[src/rtl/mpwm_pkg.sv]
package mpwm_pkg;

  localparam int CH_MAX = 4;

  // Strobes handed from the control section to the datapath
  typedef struct packed {
    logic              run;
    logic [CH_MAX-1:0] loadDuty;
    logic [CH_MAX-1:0] active;
  } pwmStrobe_t;

endpackage

[src/rtl/mpwm_ctrl.sv]
module mpwm_ctrl
  import mpwm_pkg::*;
#(
  parameter int NUM_CH = 4,
  parameter int CW     = 8
) (
  input  logic                         clk,
  input  logic                         rstN,
  input  logic [CW-1:0]                periodIn,
  input  logic [NUM_CH-1:0]            strapUnused,
  output pwmStrobe_t                   strobe,
  output logic [CW-1:0]                perReg,
  output logic [NUM_CH-1:0][CW-1:0]    phaseCnt
);

  localparam int NW = $clog2(NUM_CH + 1);
  localparam int PW = CW + NW;

  logic [NW-1:0]              nNext, nReg;
  logic [NUM_CH-1:0][CW-1:0]  offNext, offReg;
  logic [NUM_CH-1:0]          activeMask;
  logic [CW-1:0]              cnt;
  logic                       run;

  // Active count: channels below the first strapped one, at least one
  always_comb begin
    logic hit;
    hit   = 1'b0;
    nNext = NW'(NUM_CH);
    for (int k = 0; k < NUM_CH; k++) begin
      if (!hit && strapUnused[k]) begin
        nNext = NW'(k);
        hit   = 1'b1;
      end
    end
    if (nNext == '0) nNext = NW'(1);
  end

  // Phase offsets floor(P*k/N), evaluated only while reset is held
  always_comb begin
    for (int k = 0; k < NUM_CH; k++) begin
      offNext[k] = CW'((PW'(periodIn) * PW'(k)) / PW'(nNext));
    end
  end

  always_ff @(posedge clk) begin
    if (!rstN) begin
      perReg <= periodIn;
      nReg   <= nNext;
      offReg <= offNext;
    end
  end

  always_comb begin
    for (int k = 0; k < NUM_CH; k++) begin
      activeMask[k] = (NW'(k) < nReg);
    end
  end

  // Shared period counter
  always_ff @(posedge clk or negedge rstN) begin
    if (!rstN) begin
      cnt <= '0;
      run <= 1'b0;
    end else begin
      run <= 1'b1;
      if ((CW+1)'(cnt) + (CW+1)'(1) >= (CW+1)'(perReg)) cnt <= '0;
      else                                             cnt <= cnt + CW'(1);
    end
  end

  // Per-channel phase-shifted sawtooth
  for (genvar k = 0; k < NUM_CH; k++) begin : gPhase
    always_comb begin
      if (cnt >= offReg[k]) phaseCnt[k] = cnt - offReg[k];
      else phaseCnt[k] = CW'((CW+1)'(cnt) + (CW+1)'(perReg) - (CW+1)'(offReg[k]));
    end
  end

  always_comb begin
    strobe     = '0;
    strobe.run = run;
    for (int k = 0; k < NUM_CH; k++) begin
      strobe.active[k]   = activeMask[k];
      strobe.loadDuty[k] = activeMask[k] && (phaseCnt[k] == '0);
    end
  end

  assert_cnt_range_R3: assert property (@(posedge clk) disable iff (!rstN)
    (perReg != '0) |-> (cnt < perReg));

  assert_cnt_wrap_R3: assert property (@(posedge clk) disable iff (!rstN)
    (run && perReg > CW'(1) && cnt == perReg - CW'(1)) |=> (cnt == '0));

  assert_period_frozen_R3: assert property (@(posedge clk) disable iff (!rstN)
    run |=> $stable(perReg));

  assert_active_contig_R2: assert property (@(posedge clk) disable iff (!rstN)
    run |-> (activeMask[0] && (((activeMask + NUM_CH'(1)) & activeMask) == '0)));

endmodule

[src/rtl/mpwm_dpath.sv]
module mpwm_dpath
  import mpwm_pkg::*;
#(
  parameter int NUM_CH = 4,
  parameter int CW     = 8
) (
  input  logic                        clk,
  input  logic                        rstN,
  input  pwmStrobe_t                  strobe,
  input  logic [CW-1:0]               perReg,
  input  logic [NUM_CH-1:0][CW-1:0]   phaseCnt,
  input  logic [NUM_CH*CW-1:0]        dutyIn,
  output logic [NUM_CH-1:0]           levelRaw
);

  for (genvar k = 0; k < NUM_CH; k++) begin : gChan
    logic [CW-1:0] dutyReg;
    logic [CW-1:0] dutyNow;
    logic [CW-1:0] dutyCmd;

    assign dutyCmd = dutyIn[k*CW +: CW];
    // The command in force on a period start is the fresh one
    assign dutyNow = strobe.loadDuty[k] ? dutyCmd : dutyReg;

    always_ff @(posedge clk or negedge rstN) begin
      if (!rstN) begin
        dutyReg     <= '0;
        levelRaw[k] <= 1'b0;
      end else begin
        if (strobe.loadDuty[k]) dutyReg <= dutyCmd;
        levelRaw[k] <= (phaseCnt[k] < dutyNow);
      end
    end

    assert_zero_duty_R9: assert property (@(posedge clk) disable iff (!rstN)
      (strobe.loadDuty[k] && dutyCmd == '0) |=> !levelRaw[k]);

    assert_full_duty_R9: assert property (@(posedge clk) disable iff (!rstN)
      (strobe.loadDuty[k] && dutyCmd >= perReg) |=> levelRaw[k]);

    assert_start_high_R5: assert property (@(posedge clk) disable iff (!rstN)
      (strobe.loadDuty[k] && dutyCmd != '0) |=> levelRaw[k]);
  end

endmodule

[src/rtl/mpwm_top.sv]
module mpwm_top
  import mpwm_pkg::*;
#(
  parameter int NUM_CH = 4,
  parameter int CW     = 8
) (
  input  logic                  clk,
  input  logic                  rstN,
  input  logic [CW-1:0]         periodIn,
  input  logic [NUM_CH*CW-1:0]  dutyIn,
  input  logic [NUM_CH-1:0]     strapUnused,
  input  logic                  outEn,
  input  logic                  triState,
  output logic [NUM_CH-1:0]     pwmLevel,
  output logic [NUM_CH-1:0]     pwmDrive
);

  pwmStrobe_t                 strobe;
  logic [CW-1:0]              perReg;
  logic [NUM_CH-1:0][CW-1:0]  phaseCnt;
  logic [NUM_CH-1:0]          levelRaw;

  mpwm_ctrl #(.NUM_CH(NUM_CH), .CW(CW)) uCtrl (
    .clk(clk), .rstN(rstN), .periodIn(periodIn), .strapUnused(strapUnused),
    .strobe(strobe), .perReg(perReg), .phaseCnt(phaseCnt)
  );

  mpwm_dpath #(.NUM_CH(NUM_CH), .CW(CW)) uDpath (
    .clk(clk), .rstN(rstN), .strobe(strobe), .perReg(perReg),
    .phaseCnt(phaseCnt), .dutyIn(dutyIn), .levelRaw(levelRaw)
  );

  assign pwmDrive = {NUM_CH{strobe.run & ~triState}} & strobe.active[NUM_CH-1:0];
  assign pwmLevel = levelRaw & pwmDrive & {NUM_CH{outEn}};

  assert_reset_quiet_R1: assert property (@(posedge clk)
    !rstN |-> (pwmDrive == '0 && pwmLevel == '0));

endmodule

[config.mk]
export PLATFORM = sky130hd
export DESIGN_NAME = mpwm_top
export DESIGN_NICKNAME = d
export VERILOG_FILES = /design/src/rtl/mpwm_pkg.sv /design/src/rtl/mpwm_ctrl.sv /design/src/rtl/mpwm_dpath.sv /design/src/rtl/mpwm_top.sv
export SDC_FILE = /design/constraint.sdc
export NUM_CORES = 1
export LEC_CHECK = 0
export BUFFER_PORTS_ARGS = -buffer_cell sky130_fd_sc_hd__buf_2
export CAP_MARGIN = 20
export CORE_ASPECT_RATIO = 0.8
export CORE_MARGIN = 2
export CORE_UTILIZATION = 40
export CTS_CLUSTER_DIAMETER = 50
export DETAILED_ROUTE_END_ITERATION = 12
export HOLD_SLACK_MARGIN = 0.03
export PLACE_DENSITY_LB_ADDON = 0.1
export SLEW_MARGIN = 25
export SYNTH_ARGS = -nofsm -noshare
export SYNTH_HDL_FRONTEND = slang
export SYNTH_SLANG_ARGS = --single-unit
[constraint.sdc]
create_clock -name clk -period 7.5 [get_ports clk]
set_clock_uncertainty 0.2 [all_clocks]
set_input_delay 1.5 -clock clk [delete_from_list [all_inputs] [get_ports clk]]
set_output_delay 1.5 -clock clk [all_outputs]
set_load 0.005 [all_outputs]
==> results of run 1 <==
-- state kept, by name, summed over array words and instances, names as in the netlist --
signal	count
uDpath.gChan.dutyReg	32
uCtrl.nReg	3
uCtrl.run	1
uDpath.levelRaw	4
uCtrl.cnt	8
uCtrl.offReg	32
uCtrl.perReg	8
-- cells in the mapped netlist, drive strengths merged (33+ instances only) --
cell    number  area, um2
ha         211       2640
inv        165        619
nor2       124        465
a21oi      105        541
o21ai       89        449
nand2       84        315
mux2i       74        741
o21a        59        443
xnor2       58        508
nor3        46        246
dfrtp       45       1130
edfxtp      43       1290
nand2b      39        244
a21o        36        278
mux2        33        383
-- timing repair --
action,CTS,global route
endpoints found under the setup margin,19,20
gates resized for setup,102,80
endpoints found under the hold margin,0,0
setup buffers,111,36
pin swaps,35,32
-- path summary, 6_finish.rpt --
kind | start | end | slack, ns | cells past startpoint
setup reg to reg | uCtrl.cnt[0]$_DFF_PN0_ | uDpath.levelRaw[1]$_DFF_PN0_ | 1.23 | 24
min in group asynchronous | rstN | uDpath.gChan[0].dutyReg[6]$_DFF_PN0_ | 1.10 | 2
setup / recovery | periodIn[2] | uCtrl.offReg[24]$_DFFE_PN_ | -9.17 | 92
hold / removal | uDpath.gChan[2].dutyReg[7]$_DFF_PN0_ | uDpath.gChan[2].dutyReg[7]$_DFF_PN0_ | 0.29 | 2
max in group asynchronous | rstN | uDpath.gChan[1].dutyReg[3]$_DFF_PN0_ | 5.60 | 2
hold reg to reg | uDpath.gChan[2].dutyReg[7]$_DFF_PN0_ | uDpath.gChan[2].dutyReg[7]$_DFF_PN0_ | 0.29 | 2
-- cell families after synthesis --
group / after synthesis
buffers and inverters: 193
adders and majority gates: 223
and+or+nand+nor: 477
xor gates and xnor gates: 93
DFF: 88
muxes: 107
other: 2
AOI/OAI and AO/OA: 437
-- worst max-delay path: cells and delay by family --
kind | cells | cell delay (ns)
AOI/OAI and AO/OA | 27 | 4.60
adders and majority gates | 8 | 2.10
buffers and inverters | 35 | 4.26
muxes | 2 | 0.59
and+or+nand+nor | 20 | 3.41
-- layout by cell type (no fill, tap or decap), types with 11 or more instances in the layout --
cell type	netlist	final
buf_4	1	533
ha_1	211	190
inv_1	162	150
nor2_1	124	109
a21oi_1	103	85
nand2_1	84	73
mux2i_1	74	69
o21ai_0	86	61
o21a_1	59	59
xnor2_1	58	56
buf_2	4	49
dfrtp_1	45	45
edfxtp_1	43	43
nor3_1	44	41
nand2b_1	39	35
a21o_1	35	35
buf_6	1	35
xor2_1	31	30
mux2_2	29	25
nand3_1	27	25
nor2b_1	32	23
and3_1	23	20
ha_4	0	18
a21boi_0	16	16
a211oi_1	22	16
o21ai_2	1	15
o21bai_1	15	15
a21oi_2	1	15
or3_1	15	13
nand4_1	13	13
a31oi_1	12	12
nand2_2	0	11
and2_1	12	11
-- final cells by class --
cell class / instances / area (um2)
multi-input combinational: 1341 / 11200
tap: 434 / 543
clock buffer: 11 / 254
inverter: 166 / 649
clock inverter: 5 / 36.3
fill: 2936 / 13600
timing repair buffer: 622 / 4720
sequential: 88 / 2420
antenna: 1 / 2.50
-- through the flow --
| stage | instances | hold slack (ns) | instance area [um2] | util |
|---|---|---|---|---|
| final | 2668 | 0.286 | 19800 | 0.594 |
| after global routing | 2668 | 0.314 | 19800 | 0.594 |
| after CTS | 2633 | 0.292 | 19200 | 0.576 |
| after detailed placement | 2508 | 0.274 | 17700 | 0.531 |
| after global placement | 2508 | 0.269 | 17700 | 0.531 |
| after floorplan | 1622 | 0.247 | 13900 | - |
-- layer usage --
layer	global-route usage	vias up	wire (um)
met2	0.434	259	20600
met1	0.322	6549	20400
li1	-	7133	-
met3	0.0237	63	1470
met5	0	-	0
met4	0.0708	0	1030
==> flow_summary.json, run 1 <==
{
  "setup_tns_ns": -89.57,
  "vias": 14000,
  "grt_antenna_before_repair": 1,
  "synth_cell_type_count": 99,
  "io_pins": 56,
  "drc": 0,
  "drt-initial-drc-count": 705,
  "synth_top_family_by_area": "compound AO/OA/AOI/OAI gates",
  "die_h_um": 168,
  "finalSetupViolCount": 19,
  "crit_top_cell": "buf_4",
  "area_delta_synth_final_pct": 47.2,
  "cts_buffers": 9,
  "worstSetupEndpointType": "flop",
  "cp-start-kind": "input pin",
  "vias_per_cell": 5.25,
  "placementRows": 60,
  "postSynthAreaPerCell_um2": 8.32,
  "grt_usage": 0.247,
  "synth_xor_area_frac": 0.0645,
  "finalHoldViolCount": 0,
  "gp_congestion": 0.893,
  "yosysSeqAreaShare": 0.179,
  "ant_nets": 0,
  "synth_warnings": 0,
  "period_needed_ns": 16.67,
  "crit_slowest_cell": "or4_4",
  "synth_ff_type": "dfrtp_1",
  "grt.overflow.total": 0,
  "insertion_delay_ns": 0.34,
  "clock-root-buffer": "clkbuf_16",
  "report.final.slew_viol_count": 0,
  "crit_type": "input pin to flop",
  "clk_pin_slew_ns": 0.07,
  "synth_edf_count": 43,
  "clock-sinks": 88,
  "crit_arrival_ns": 16.56,
  "rsz0062_at_grt": "true",
  "relSlewSlack": 0.357,
  "drive_above_1_share": 0.382,
  "layout_worst_path_cycle_share": 2.22,
  "dp_hpwl_um": 33700,
  "cts_max_path_buffers": 2,
  "preCtsSetupSlack_ns": -9.77,
  "failed_checks": "negative setup slack",
  "dieArea_um2": 35200,
  "hold_path.class": "flop to flop",
  "routed_wl_um": 43500,
  "grt_max_degree": 46,
  "synthAdderAreaFrac": 0.213,
  "core-area_um2": 33400,
  "cts_tree": "built",
  "synthSimpleGateAreaFrac": 0.186,
  "cts_hold_buffers": 0,
  "async_flop_share": 0.511,
  "worst_pin_slew_ns": 0.965,
  "final_net_count": 2498,
  "drt_pass1_iterations": 5,
  "path_max_fanout": 5,
  "status": "finished with violations",
  "port_buffers": 55,
  "wire_per_inst_um": 16.3,
  "synth-compound-area-share": 0.218,
  "cap_violations": 0,
  "htree_levels": 3,
  "fmax_mhz": 60.0,
  "grt_pass1_vias": 14200,
  "synth.area.mux_share": 0.0833,
  "postSynthCellCount": 1620,
  "syn_area_um2": 13500,
  "die_width_um": 209,
  "crit_required_ns": 7.39,
  "grt_pass1_wl_um": 70800,
  "cp_slowest_stage_delay_ns": 0.45,
  "ys_seq_elements": 88,
  "start_util": 0.404,
  "setup_slack_ns": -9.17
}
Power of run 1 is not shown: default switching activity piles up to over one toggle a cycle in this logic, so the estimate is an artifact.
==> run 2: changes to the inputs <==
TNS_END_PERCENT = 5   (was unset)
==> run 2 against run 1 <==
  * The run still ends with negative setup slack left
  * Critical path depth increased by 1
  * Global-route usage decreased by 0.59 points
  * Highest routed layer unchanged
  * Critical endpoint unchanged
  * Core utilization decreased by 2.8 points
  * Register-to-register slack improved by 0.03 ns
  * Cell area decreased by 4.7%
==> flow_summary.json, run 2 (synthesis results as in run 1) <==
{
  "dp_hpwl_um": 33900,
  "worstSetupEndpointType": "flop",
  "final_cells": 2602,
  "path_max_fanout": 5,
  "die_h_um": 168,
  "drive_above_1_share": 0.346,
  "drc": 0,
  "cts_hold_buffers": 0,
  "grt_pass1_vias": 13600,
  "finalHoldViolCount": 0,
  "start_util": 0.404,
  "insertion_delay_ns": 0.36,
  "cap_violations": 0,
  "reg_top3": "uCtrl.offReg: 32 flops, uDpath.gChan.dutyReg: 32 flops",
  "holdPathEnd": "uDpath.gChan[3].dutyReg[0]$_DFF_PN0_",
  "cts_buffers": 9,
  "hold_path.class": "flop to flop",
  "report.final.slew_viol_count": 0,
  "cp_slowest_stage_delay_ns": 0.41,
  "drt-initial-drc-count": 755,
  "io_pins": 56,
  "crit_type": "input pin to flop",
  "crit_required_ns": 7.39,
  "placed_cells": 2516,
  "grt_max_degree": 47,
  "crit-reg2reg-capture": "uDpath.levelRaw[1]$_DFF_PN0_",
  "die_width_um": 209,
  "preCtsSetupSlack_ns": -9.97,
  "n_fill_cell": 3058,
  "utilization": 0.566,
  "r2r_cells": 24,
  "crit_arrival_ns": 16.51,
  "cts_tree": "built",
  "final_common_cell": "buf_4",
  "setup_slack_ns": -9.13,
  "regArea_um2": 2420,
  "vias": 13700,
  "final_net_count": 2433,
  "area_delta_synth_final_pct": 40.4,
  "cp-start-kind": "input pin",
  "dieArea_um2": 35200,
  "clock-sinks": 88,
  "crit_top_cell": "buf_4",
  "grt.overflow.total": 0,
  "fmax_mhz": 60.1,
  "drt_pass1_iterations": 5,
  "final_cell_area_um2": 18900,
  "rsz0062_at_grt": "true",
  "relSlewSlack": 0.444,
  "port_buffers": 55,
  "clk_pin_slew_ns": 0.06,
  "status": "finished with violations",
  "worst_pin_slew_ns": 0.834,
  "period_needed_ns": 16.63,
  "ant_nets": 0,
  "hold-path-cell-count": 2,
  "grt_pass1_wl_um": 68800,
  "layout_worst_path_cycle_share": 2.22,
  "multi_input_area_um2": 11000,
  "core-area_um2": 33400,
  "placed_area_um2": 17700,
  "failed_checks": "negative setup slack",
  "clock-root-buffer": "clkbuf_16",
  "routed_wl_um": 41900,
  "wire_per_inst_um": 16.1,
  "vias_per_cell": 5.27,
  "r2r_start": "uCtrl.cnt[0]$_DFF_PN0_",
  "grt_usage": 0.241,
  "htree_levels": 3,
  "layout_common_cells": "buf_4 (501), ha_1 (196), inv_1 (156)",
  "gp_congestion": 0.899,
  "finalSetupViolCount": 19,
  "crit_slowest_cell": "or4_1",
  "cts_max_path_buffers": 2,
  "antennaDiodeCount": 0,
  "reg2reg_setup_slack_ns": 1.26,
  "placementRows": 60,
  "grt_antenna_before_repair": 1,
  "holdCritStartpoint": "uDpath.gChan[3].dutyReg[0]$_DFF_PN0_"
}
## run 2: cell count changes in the layout (fill, tap and decap cells not counted), moves of 4 or more
cell     change
buf_6       -33
buf_4       -32
ha_1         +6
inv_1        +6
nor2_1       +6
nor2_2       -6
ha_4         -5
inv_6        -5
buf_2        +4
o21ai_0      +4
## run 2: layout make-up
class	count	share of cell area
Timing Repair Buffer	557	0.215
Inverter	166	0.0329
Multi-Input combinational cell	1341	0.580
Clock buffer	11	0.0134
Sequential cell	88	0.128
Tap cell	434	0.0287
Clock inverter	5	0.00198
## run 2: per-stage QoR
step / TNS, ns / hold WS (ns)
6_report: -87.47 / 0.285
5_1_grt: -101.34 / 0.305
4_1_cts: -86.87 / 0.293
3_5_place_dp: -108.04 / 0.276
3_3_place_gp: -103.80 / 0.271
2_1_floorplan: -105.88 / 0.247
## run 2: timing repair
action,4_1_cts,5_1_grt
endpoints found under the setup margin,19,19
resized for setup,90,24
buffers inserted,63,7
pin swaps,39,24
## run 2: worst max path at each step
stage | startpoint | endpoint | cells after the start
3_3_place_gp | periodIn[1] | uCtrl.offReg[24]$_DFFE_PN_ | 86
5_1_grt | periodIn[1] | uCtrl.offReg[24]$_DFFE_PN_ | 86
3_5_place_dp | periodIn[1] | uCtrl.offReg[24]$_DFFE_PN_ | 85
4_1_cts | periodIn[2] | uCtrl.offReg[24]$_DFFE_PN_ | 84
6_report | periodIn[2] | uCtrl.offReg[24]$_DFFE_PN_ | 93
2_1_floorplan | strapUnused[1] | uCtrl.offReg[24]$_DFFE_PN_ | 91
## run 2: metal layers
layer  GRT usage  part of all wire  up-vias
met1       0.340              0.50     6422
met2       0.399              0.45      264
met4      0.0438             0.016        0
li1            -                 -     6993
met3      0.0284             0.041       36
met5           0                 0        -
## run 2: worst max-delay path, delay by kind of cell
family / cells / cell delay, ns
fa+ha+maj: 8 / 2.08
buf+inv: 29 / 3.64
simple gates: 20 / 3.12
compound gates: 31 / 4.88
mux: 4 / 1.19
xor+xnor: 1 / 0.11
Power of run 2 is left out for the same reason.
